$ cat config.mk
export PLATFORM = sky130hd
export DESIGN_NAME = spi_word_master
export DESIGN_NICKNAME = d
export VERILOG_FILES = /design/src/rtl/spi_word_pkg.sv /design/src/rtl/spi_word_ctrl.sv /design/src/rtl/spi_word_dp.sv /design/src/rtl/spi_word_master.sv
export SDC_FILE = /design/constraint.sdc
export NUM_CORES = 1
export LEC_CHECK = 0
export ABC_AREA = 1
export BUFFER_PORTS_ARGS = -buffer_cell sky130_fd_sc_hd__buf_2
export CAP_MARGIN = 20
export CORE_MARGIN = 5
export CORE_UTILIZATION = 52
export DETAILED_ROUTE_END_ITERATION = 10
export PLACE_DENSITY_LB_ADDON = 0.05
export SYNTH_ARGS = -nofsm -noshare
export SYNTH_HDL_FRONTEND = slang
export SYNTH_SLANG_ARGS = --single-unit
$ cat constraint.sdc
create_clock -name clk -period 1.6 [get_ports clk]
set_clock_uncertainty 0.2 [all_clocks]
set_input_delay 0 -clock clk [delete_from_list [all_inputs] [get_ports clk]]
set_output_delay 0 -clock clk [all_outputs]
set_load 0.02 [all_outputs]
$ cat src/rtl/spi_word_pkg.sv
package spi_word_pkg;

  typedef enum logic [1:0] {
    ST_IDLE = 2'd0,
    ST_RUN  = 2'd1,
    ST_TAIL = 2'd2
  } xferState_t;

  typedef struct packed {
    logic load;    // begin a transfer: latch word, mode and selection
    logic toggle;  // emit one serial clock edge
    logic lead;    // this edge leaves the idle level
    logic finish;  // release select, publish received word
  } ctrlStb_t;

endpackage

$ cat src/rtl/spi_word_ctrl.sv
module spi_word_ctrl
  import spi_word_pkg::*;
#(
  parameter int WORD_W = 8,
  parameter int DIV_W  = 8
) (
  input  logic             clk,
  input  logic             rstN,
  input  logic             startReq,
  input  logic [DIV_W-1:0] halfDiv,
  output logic             busy,
  output ctrlStb_t         stb
);

  localparam int EDGES = 2 * WORD_W;
  localparam int ECW   = $clog2(EDGES + 1);

  xferState_t       state;
  logic [DIV_W-1:0] divCnt;
  logic [DIV_W-1:0] halfQ;
  logic [DIV_W-1:0] halfEff;
  logic [ECW-1:0]   edgeCnt;
  logic             tick;
  logic             lastEdge;

  assign halfEff  = (halfDiv == '0) ? DIV_W'(1) : halfDiv;
  assign tick     = (divCnt == '0);
  assign lastEdge = (edgeCnt == ECW'(EDGES - 1));
  assign busy     = (state != ST_IDLE);

  always_comb begin
    stb        = '0;
    stb.load   = (state == ST_IDLE) && startReq;
    stb.toggle = (state == ST_RUN) && tick;
    stb.lead   = (state == ST_RUN) && tick && !edgeCnt[0];
    stb.finish = (state == ST_TAIL) && tick;
  end

  always_ff @(posedge clk or negedge rstN) begin
    if (!rstN) begin
      state   <= ST_IDLE;
      divCnt  <= '0;
      halfQ   <= DIV_W'(1);
      edgeCnt <= '0;
    end else begin
      unique case (state)
        ST_IDLE: if (startReq) begin
          halfQ   <= halfEff;
          divCnt  <= halfEff - DIV_W'(1);
          edgeCnt <= '0;
          state   <= ST_RUN;
        end
        ST_RUN: if (tick) begin
          divCnt  <= halfQ - DIV_W'(1);
          edgeCnt <= edgeCnt + ECW'(1);
          if (lastEdge) state <= ST_TAIL;
        end else begin
          divCnt <= divCnt - DIV_W'(1);
        end
        ST_TAIL: if (tick) state <= ST_IDLE;
                 else divCnt <= divCnt - DIV_W'(1);
        default: state <= ST_IDLE;
      endcase
    end
  end

  // never more edges than one word needs
  a_r4_edge_limit: assert property (@(posedge clk) disable iff (!rstN)
    edgeCnt <= ECW'(EDGES));

  // the divider never runs past the latched half-period
  a_r4_div_bound: assert property (@(posedge clk) disable iff (!rstN)
    busy |-> divCnt < halfQ);

endmodule

$ cat src/rtl/spi_word_dp.sv
module spi_word_dp
  import spi_word_pkg::*;
#(
  parameter int WORD_W  = 8,
  parameter int NUM_SEL = 4
) (
  input  logic               clk,
  input  logic               rstN,
  input  ctrlStb_t           stb,
  input  logic               busy,
  input  logic [WORD_W-1:0]  txWord,
  input  logic [NUM_SEL-1:0] selOneHot,
  input  logic               cpol,
  input  logic               cpha,
  input  logic               miso,
  output logic               sclk,
  output logic               mosi,
  output logic [NUM_SEL-1:0] ssN,
  output logic [WORD_W-1:0]  rxWord,
  output logic               done
);

  localparam int MSB = WORD_W - 1;

  logic [WORD_W-1:0]  shiftQ;
  logic [WORD_W-1:0]  rxQ;
  logic [NUM_SEL-1:0] ssNQ;
  logic               sclkQ;
  logic               mosiQ;
  logic               doneQ;
  logic               cpolQ;
  logic               cphaQ;
  logic               captureEdge;

  // phase 0 samples on the leading edge, phase 1 on the trailing edge
  assign captureEdge = stb.lead ^ cphaQ;

  always_ff @(posedge clk or negedge rstN) begin
    if (!rstN) begin
      shiftQ <= '0;
      rxQ    <= '0;
      ssNQ   <= '1;
      sclkQ  <= 1'b0;
      mosiQ  <= 1'b0;
      doneQ  <= 1'b0;
      cpolQ  <= 1'b0;
      cphaQ  <= 1'b0;
    end else begin
      doneQ <= stb.finish;
      if (stb.load) begin
        cpolQ  <= cpol;
        cphaQ  <= cpha;
        shiftQ <= txWord;
        mosiQ  <= cpha ? 1'b0 : txWord[MSB];
        sclkQ  <= cpol;
        ssNQ   <= ~selOneHot;
      end else if (stb.toggle) begin
        sclkQ <= ~sclkQ;
        if (captureEdge) shiftQ <= {shiftQ[MSB-1:0], miso};
        else             mosiQ  <= shiftQ[MSB];
      end else if (stb.finish) begin
        ssNQ <= '1;
        rxQ  <= shiftQ;
      end else if (!busy) begin
        sclkQ <= cpol;
      end
    end
  end

  assign sclk   = sclkQ;
  assign mosi   = mosiQ;
  assign ssN    = ssNQ;
  assign rxWord = rxQ;
  assign done   = doneQ;

  // completion is a single-cycle pulse
  a_r8_done_one_cycle: assert property (@(posedge clk) disable iff (!rstN)
    doneQ |=> !doneQ);

  // latched mode bits hold for the whole transfer
  a_r9_mode_held: assert property (@(posedge clk) disable iff (!rstN)
    (busy && $past(busy)) |-> ($stable(cpolQ) && $stable(cphaQ)));

  // at most one select line is active
  a_r3_sel_onehot: assert property (@(posedge clk) disable iff (!rstN)
    $onehot0(~ssNQ));

  // the clock starts a transfer at its idle level
  a_r2_idle_at_select: assert property (@(posedge clk) disable iff (!rstN)
    stb.load |=> (sclkQ == cpolQ));

endmodule

$ cat src/rtl/spi_word_master.sv
module spi_word_master
  import spi_word_pkg::*;
#(
  parameter int WORD_W  = 8,
  parameter int NUM_SEL = 4,
  parameter int DIV_W   = 8
) (
  input  logic               clk,
  input  logic               rstN,
  input  logic               startReq,
  input  logic [WORD_W-1:0]  txWord,
  input  logic [NUM_SEL-1:0] selOneHot,
  input  logic               cpol,
  input  logic               cpha,
  input  logic [DIV_W-1:0]   halfDiv,
  input  logic               miso,
  output logic               busy,
  output logic               done,
  output logic [WORD_W-1:0]  rxWord,
  output logic               sclk,
  output logic               mosi,
  output logic [NUM_SEL-1:0] ssN
);

  ctrlStb_t stb;

  spi_word_ctrl #(.WORD_W(WORD_W), .DIV_W(DIV_W)) u_ctrl (
    .clk      (clk),
    .rstN     (rstN),
    .startReq (startReq),
    .halfDiv  (halfDiv),
    .busy     (busy),
    .stb      (stb)
  );

  spi_word_dp #(.WORD_W(WORD_W), .NUM_SEL(NUM_SEL)) u_dp (
    .clk       (clk),
    .rstN      (rstN),
    .stb       (stb),
    .busy      (busy),
    .txWord    (txWord),
    .selOneHot (selOneHot),
    .cpol      (cpol),
    .cpha      (cpha),
    .miso      (miso),
    .sclk      (sclk),
    .mosi      (mosi),
    .ssN       (ssN),
    .rxWord    (rxWord),
    .done      (done)
  );

  // busy has dropped by the time done is seen
  a_r8_done_not_busy: assert property (@(posedge clk) disable iff (!rstN)
    done |-> !busy);

endmodule

# Yosys cells after proc, flatten, opt, wreduce, memory -nomap -nowiden
# Index checks and enable logic that the tools add are counted.
# totals
regBits,47
input_bits,26
out_inout_bits,16
wordCells,82
# op_classes
n_addsub,4
eq_ne,12
n_mux,27
n_bitwise,5
reduce_logical,23
# ops
cell,count
$mux 8,7
$pmux 8 s3,1
$sub 8x1->8 const B,3
$logic_not 8->1,2
$mux 4,3
$mux 5,2
$pmux 5 s2,1
$reduce_and 2->1,5
$reduce_bool 2->1,5
$reduce_and 3->1,3
$mux 1,8
$mux 2,4
$ne 2x1->1 const B,4
$ne 2x2->1 const B,3
$ne 3x3->1 const B,2
$pmux 2 s3,1
$add 5x1->5 const B,1
$eq 5x4->1 const B,1
$logic_and 1x1->1,4
$not 4->4,1
$reduce_and 4->1,1
$not 1->1,3
$reduce_bool 3->1,1
$eq 2x1->1 const B,1
4 further kinds,4

# Depth between registers and ports, before layout
# logic_depth
ltp_word,7
mapped_depth,13
depth_no_buf,13

# Hierarchy
# Synthesis repeated with hierarchy kept, for this count alone.
# hier_totals
hier_cells,374
hier_area_um2,2882.8
# by_module_without_submodules
mod,n_inst,cells_per_inst,area_each_um2,seq_area_each_um2
spi_word_ctrl,1,241,1730.4,576.8
spi_word_dp,1,133,1152.4,605.6

# Worst setup path after synthesis
# Ideal clock, no wire load.
# synth_path
kind,register to register
start,register u_ctrl.state[0]
end,register u_ctrl.halfQ[2]
setup_ns,0.133
arrival_ns,1.472
t_required_ns,1.267
path_slack_ns,-0.205
path_stages_with_launch,7
n_path_buf,2
period_less_slack_ns,1.805
cell_sequence,dfrtp_1 -> inv_1 -> ha_1 -> nand2_1 -> clkbuf_1 -> clkbuf_1 -> o21ai_0
# synth_between
elab_chain_cells,2
# synth_rtl
item,line_no,source
"start, declared",spi_word_ctrl.sv:18,xferState_t state;
"start signal, assigned",spi_word_ctrl.sv:41,state <= ST_IDLE;
"start signal, assigned",spi_word_ctrl.sv:51,state <= ST_RUN;
"start signal, assigned",spi_word_ctrl.sv:56,if (lastEdge) state <= ST_TAIL;
$logic_not 2->1,spi_word_ctrl.sv:46,unique case (state)
$reduce_and 2->1 (no line),n/a,
"end signal, assigned",spi_word_ctrl.sv:48,halfQ <= halfEff;
"end, declared",spi_word_ctrl.sv:20,logic [DIV_W-1:0] halfQ;
# No other way between the ends.
# A chain may end at the register's enable or synchronous reset.

# Worst setup path after layout
# layout_path
start,register u_ctrl.divCnt[3]
end,register u_ctrl.divCnt[0]
# layout_between
elab_chain_cells,3
elab_cells_between_ends,5
classes_between,1 x eq/ne; 2 x mux; 2 x reduce/logical
# layout_rtl
item,line_no,source
"start, declared",spi_word_ctrl.sv:19,logic [DIV_W-1:0] divCnt;
"start signal, assigned",spi_word_ctrl.sv:49,divCnt <= halfEff - DIV_W'(1);
"start signal, assigned",spi_word_ctrl.sv:54,divCnt <= halfQ - DIV_W'(1);
"start signal, assigned",spi_word_ctrl.sv:58,divCnt <= divCnt - DIV_W'(1);
$logic_not 8->1 (*),spi_word_ctrl.sv:27,assign tick = (divCnt == '0);
$mux 8 or $ne 2x2->1 (tied branches),n/a,
$pmux 8 s3 or $reduce_and 3->1 (tied branches),n/a,
# Mark *: on every way between the ends. The rest lies on a longest branch, timed or not.

==> results.sh <==
export IMPL_status="finished with violations"
export IMPL_failing_checks="negative setup slack"
export IMPL_clk_pin_slew_ns=0.08
export IMPL_dieArea_sq_um=7140
export IMPL_num_vias=2937
export IMPL_n_antenna_cell=0
export IMPL_path_max_fanout=7
export IMPL_ir_drop_v=0.00101
export IMPL_totalPowerFinal_mw=7.34
export IMPL_floorplan_initialDensity=0.531
export IMPL_postSynth_topFlopCell="sky130_fd_sc_hd__dfrtp_1"
export IMPL_critPathArrivalTime_ns=1.80
export IMPL_initialDrtViolationCount=165
export IMPL_core_sq_um=5440
export IMPL_r2r_cells=8
export IMPL_post_route_drc_count=0
export IMPL_yosys_register_bits=47
export IMPL_route_detailed_vias_per_inst=5.06
export IMPL_post_route_util=0.781
export IMPL_finalNetCount=544
export IMPL_core_rowCount=27
export IMPL_final_layout_size_suffix_gt1_frac=0.379
export IMPL_syn_to_final_growth_pct=47.2
export IMPL_r2r_end="u_ctrl.divCnt[0]"
export IMPL_timing_worst_setup_path_type="register to register"
export IMPL_timing_final_crit_share=1.11
export IMPL_post_synth_inst_count=388
export IMPL_tritoncts="built"
export IMPL_critPathLaunchType="register"
export IMPL_worst_slew_pin_slew_ns=0.270
export IMPL_r2r_start="u_ctrl.divCnt[3]"
export IMPL_worst_ep_required_time_ns=1.63
export IMPL_synth_distinct_cells=34
export IMPL_drtPass1Iterations=4
export IMPL_cts_inserted_buffers=5
export IMPL_clock_sink_count=47
export IMPL_leakagePower_nw=2.18
export IMPL_async_reset_ff_frac=1.00
export IMPL_min_delay_path_class="input port to asynchronous set/reset pin"
export IMPL_detailed_place_hpwl_um=5430
export IMPL_critical_path_max_stage_delay_ns=0.43
export IMPL_netlist_top_cells_area="sky130_fd_sc_hd__dfrtp_1 36%, sky130_fd_sc_hd__nand2_1 14%, sky130_fd_sc_hd__nand3_1 6.6%"
export IMPL_synth_seq_area_share=0.410
export IMPL_fin_crit_ns=1.77
export IMPL_setup_violations_final=37
export IMPL_clock_tree_root_cell="sky130_fd_sc_hd__clkbuf_8"
export IMPL_hold_violations=0
export IMPL_postRouteWirelength_um=7950
export IMPL_floorplan_io_pins=42
export IMPL_p_per_area_nw_per_um2=1730
export IMPL_critical_path_most_common_cell="sky130_fd_sc_hd__nand2_1"
export IMPL_design_area_sq_um=4250
export IMPL_die_h_um=84.5
export IMPL_route_antenna_remaining_nets=0
export IMPL_timing_max_cap_violations=0
export IMPL_setup_tns_ns=-4.30
export IMPL_dpl_cell_area_sq_um=3590
export IMPL_synthMostInstantiatedCell="sky130_fd_sc_hd__nand2_1"
export IMPL_maxSlewHeadroom=0.820
export IMPL_clk_latency_ns=0.29
export IMPL_die_width_um=84.5
export IMPL_filler_cell_count=397
export IMPL_path_cells="nor2_4 -> nand2_4 -> nor2_8 -> inv_6 -> o21ai_4 -> buf_6 -> nand2_1 -> nand2_1"
export IMPL_grt_max_degree=48
export IMPL_synthDominantCellAreaShare=0.364
export IMPL_grt_util_all_layers=0.233
export IMPL_dpl_worst_slack_ns=-0.220
export IMPL_clock_tree_buffer_depth=2
export IMPL_report_final_slew_viol_count=0
export IMPL_place_inst=541
export IMPL_syn_num_nets=424
export IMPL_route_detailed_wl_per_inst_um=13.7
export IMPL_first_global_vias=3042
export IMPL_timing_reg2reg_setup_slack_ns=-0.17
export IMPL_syn_avg_cell_area_sq_um=7.44
export IMPL_ys_warn_count=0
export IMPL_grt_first_pass_wirelength_um=13700
export IMPL_overflow=0
export IMPL_grt_antenna_before_repair=0
export IMPL_final_cell_count_no_fill=581
export IMPL_hold_worst_slack_ns=0.00881
export IMPL_synth_largest_area_cell="sky130_fd_sc_hd__dfrtp_1"
export IMPL_gp_routability_congestion=0.902
export IMPL_worstSetupEndpointType="register"
export IMPL_achievable_frequency_mhz=564
export IMPL_synth_edf_count=0
export IMPL_post_synth_instance_area_sq_um=2890
export IMPL_layout_setup_ws_ns=-0.172
export IMPL_htreeDepth=2
export IMPL_rsz0062_at_grt="true"
export IMPL_slowest_stage="sky130_fd_sc_hd__dfrtp_1"
export IMPL_post_synth_most_frequent_cells="111 x sky130_fd_sc_hd__nand2_1, 48 x sky130_fd_sc_hd__inv_1, 42 x sky130_fd_sc_hd__dfrtp_1, 38 x sky130_fd_sc_hd__nand3_1, 37 x sky130_fd_sc_hd__nor2_1"
export IMPL_port_buffers=41
logic make-up after synthesis:
family	count (synthesis)	synth area share
AO/OA/AOI/OAI	59	0.127
XOR/XNOR	6	0.0182
adder cells (fa/ha/maj)	10	0.0433
buffers and inverters	59	0.0837
flip-flops	47	0.410
AND/OR/NAND/NOR	207	0.318
per-layer routing:
metal | track usage | share of wire | wire length [um]
met4 | 0.0547 | 0.012 | 92
met1 | 0.290 | 0.43 | 3390
met5 | 0 | 0 | 0
met3 | 0.0304 | 0.035 | 275
met2 | 0.426 | 0.53 | 4190
layout make-up:
class	instances	area, sq um	area share
clock buffers	6	72.6	0.0171
inverters	50	205	0.0483
repair buffers	121	927	0.218
clock inverters	2	37.5	0.00883
flip-flops and latches	47	1180	0.279
multi-input cells	283	1730	0.408
well taps	72	90.1	0.0212
registers in the layout (all words and copies together) (netlist names), 2 cells and up:
register,count
u_ctrl.divCnt,8
u_ctrl.edgeCnt,5
u_ctrl.halfQ,8
u_ctrl.state,2
u_dp.rxWord,8
u_dp.shiftQ,8
u_dp.ssN,4
repair_timing:
action | 4_1_cts | 5_1_grt
setup buffers | 4 | 2
pin swaps | 10 | 11
setup endpoints to repair | 37 | 44
gates cloned | 1 | 0
gates resized for setup | 55 | 23
hold buffers | 25 | 0
hold endpoints to repair | 71 | 0
critical path: cells and delay by family (launching register included):
family	cells	cell delay (ns)
AO/OA/AOI/OAI	1	0.25
buffers and inverters	2	0.26
flip-flops	1	0.43
AND/OR/NAND/NOR	5	0.59
worst max-delay path by stage:
stage	startpoint	to	slack, ns	cells past startpoint
after floorplan	u_ctrl.divCnt[5]	u_ctrl.divCnt[2]	-0.09	9
after global placement	u_ctrl.state[1]	u_ctrl.divCnt[2]	-0.17	7
after detailed placement	u_ctrl.state[1]	u_ctrl.divCnt[1]	-0.22	8
after CTS	u_ctrl.divCnt[1]	u_ctrl.divCnt[0]	-0.14	9
after global routing	u_ctrl.divCnt[3]	u_dp.ssN[0]	-0.29	8
final	u_ctrl.divCnt[3]	u_ctrl.divCnt[0]	-0.17	8
cells in the final DEF (no fill, tap or decap), types with 2 or more instances in the layout:
master / synthesis / layout
sky130_fd_sc_hd__a21oi_1: 5 / 4
sky130_fd_sc_hd__a22oi_2: 0 / 3
sky130_fd_sc_hd__buf_12: 0 / 2
sky130_fd_sc_hd__buf_2: 2 / 41
sky130_fd_sc_hd__buf_4: 0 / 44
sky130_fd_sc_hd__buf_6: 2 / 9
sky130_fd_sc_hd__clkbuf_8: 0 / 5
sky130_fd_sc_hd__dfrtp_1: 42 / 41
sky130_fd_sc_hd__dfstp_2: 5 / 5
sky130_fd_sc_hd__dlygate4sd3_1: 0 / 25
sky130_fd_sc_hd__ha_1: 10 / 6
sky130_fd_sc_hd__ha_4: 0 / 3
sky130_fd_sc_hd__inv_1: 48 / 38
sky130_fd_sc_hd__inv_2: 1 / 7
sky130_fd_sc_hd__inv_4: 1 / 3
sky130_fd_sc_hd__inv_6: 0 / 2
sky130_fd_sc_hd__nand2_1: 111 / 91
sky130_fd_sc_hd__nand2_2: 4 / 18
sky130_fd_sc_hd__nand2_4: 0 / 6
sky130_fd_sc_hd__nand3_1: 38 / 29
sky130_fd_sc_hd__nand3_2: 0 / 9
sky130_fd_sc_hd__nand4_1: 6 / 6
sky130_fd_sc_hd__nor2_1: 37 / 31
sky130_fd_sc_hd__nor2_2: 1 / 5
sky130_fd_sc_hd__nor2_4: 1 / 3
sky130_fd_sc_hd__nor2_8: 2 / 2
sky130_fd_sc_hd__nor3_1: 4 / 3
sky130_fd_sc_hd__o21ai_0: 30 / 19
sky130_fd_sc_hd__o21ai_1: 3 / 9
sky130_fd_sc_hd__o21ai_2: 10 / 13
sky130_fd_sc_hd__o21ai_4: 1 / 4
sky130_fd_sc_hd__o22ai_1: 2 / 2
sky130_fd_sc_hd__xnor2_1: 3 / 3
sky130_fd_sc_hd__xor2_1: 3 / 3
power breakdown:
group / total [mW] / internal [mW] / switching [mW]
clock network: 0.864 / 0.467 / 0.398
registers: 1.97 / 1.65 / 0.312
logic: 4.51 / 1.93 / 2.58
total: 7.34 / 4.05 / 3.29
No activity file was read; power rests on OpenSTA's default activity.
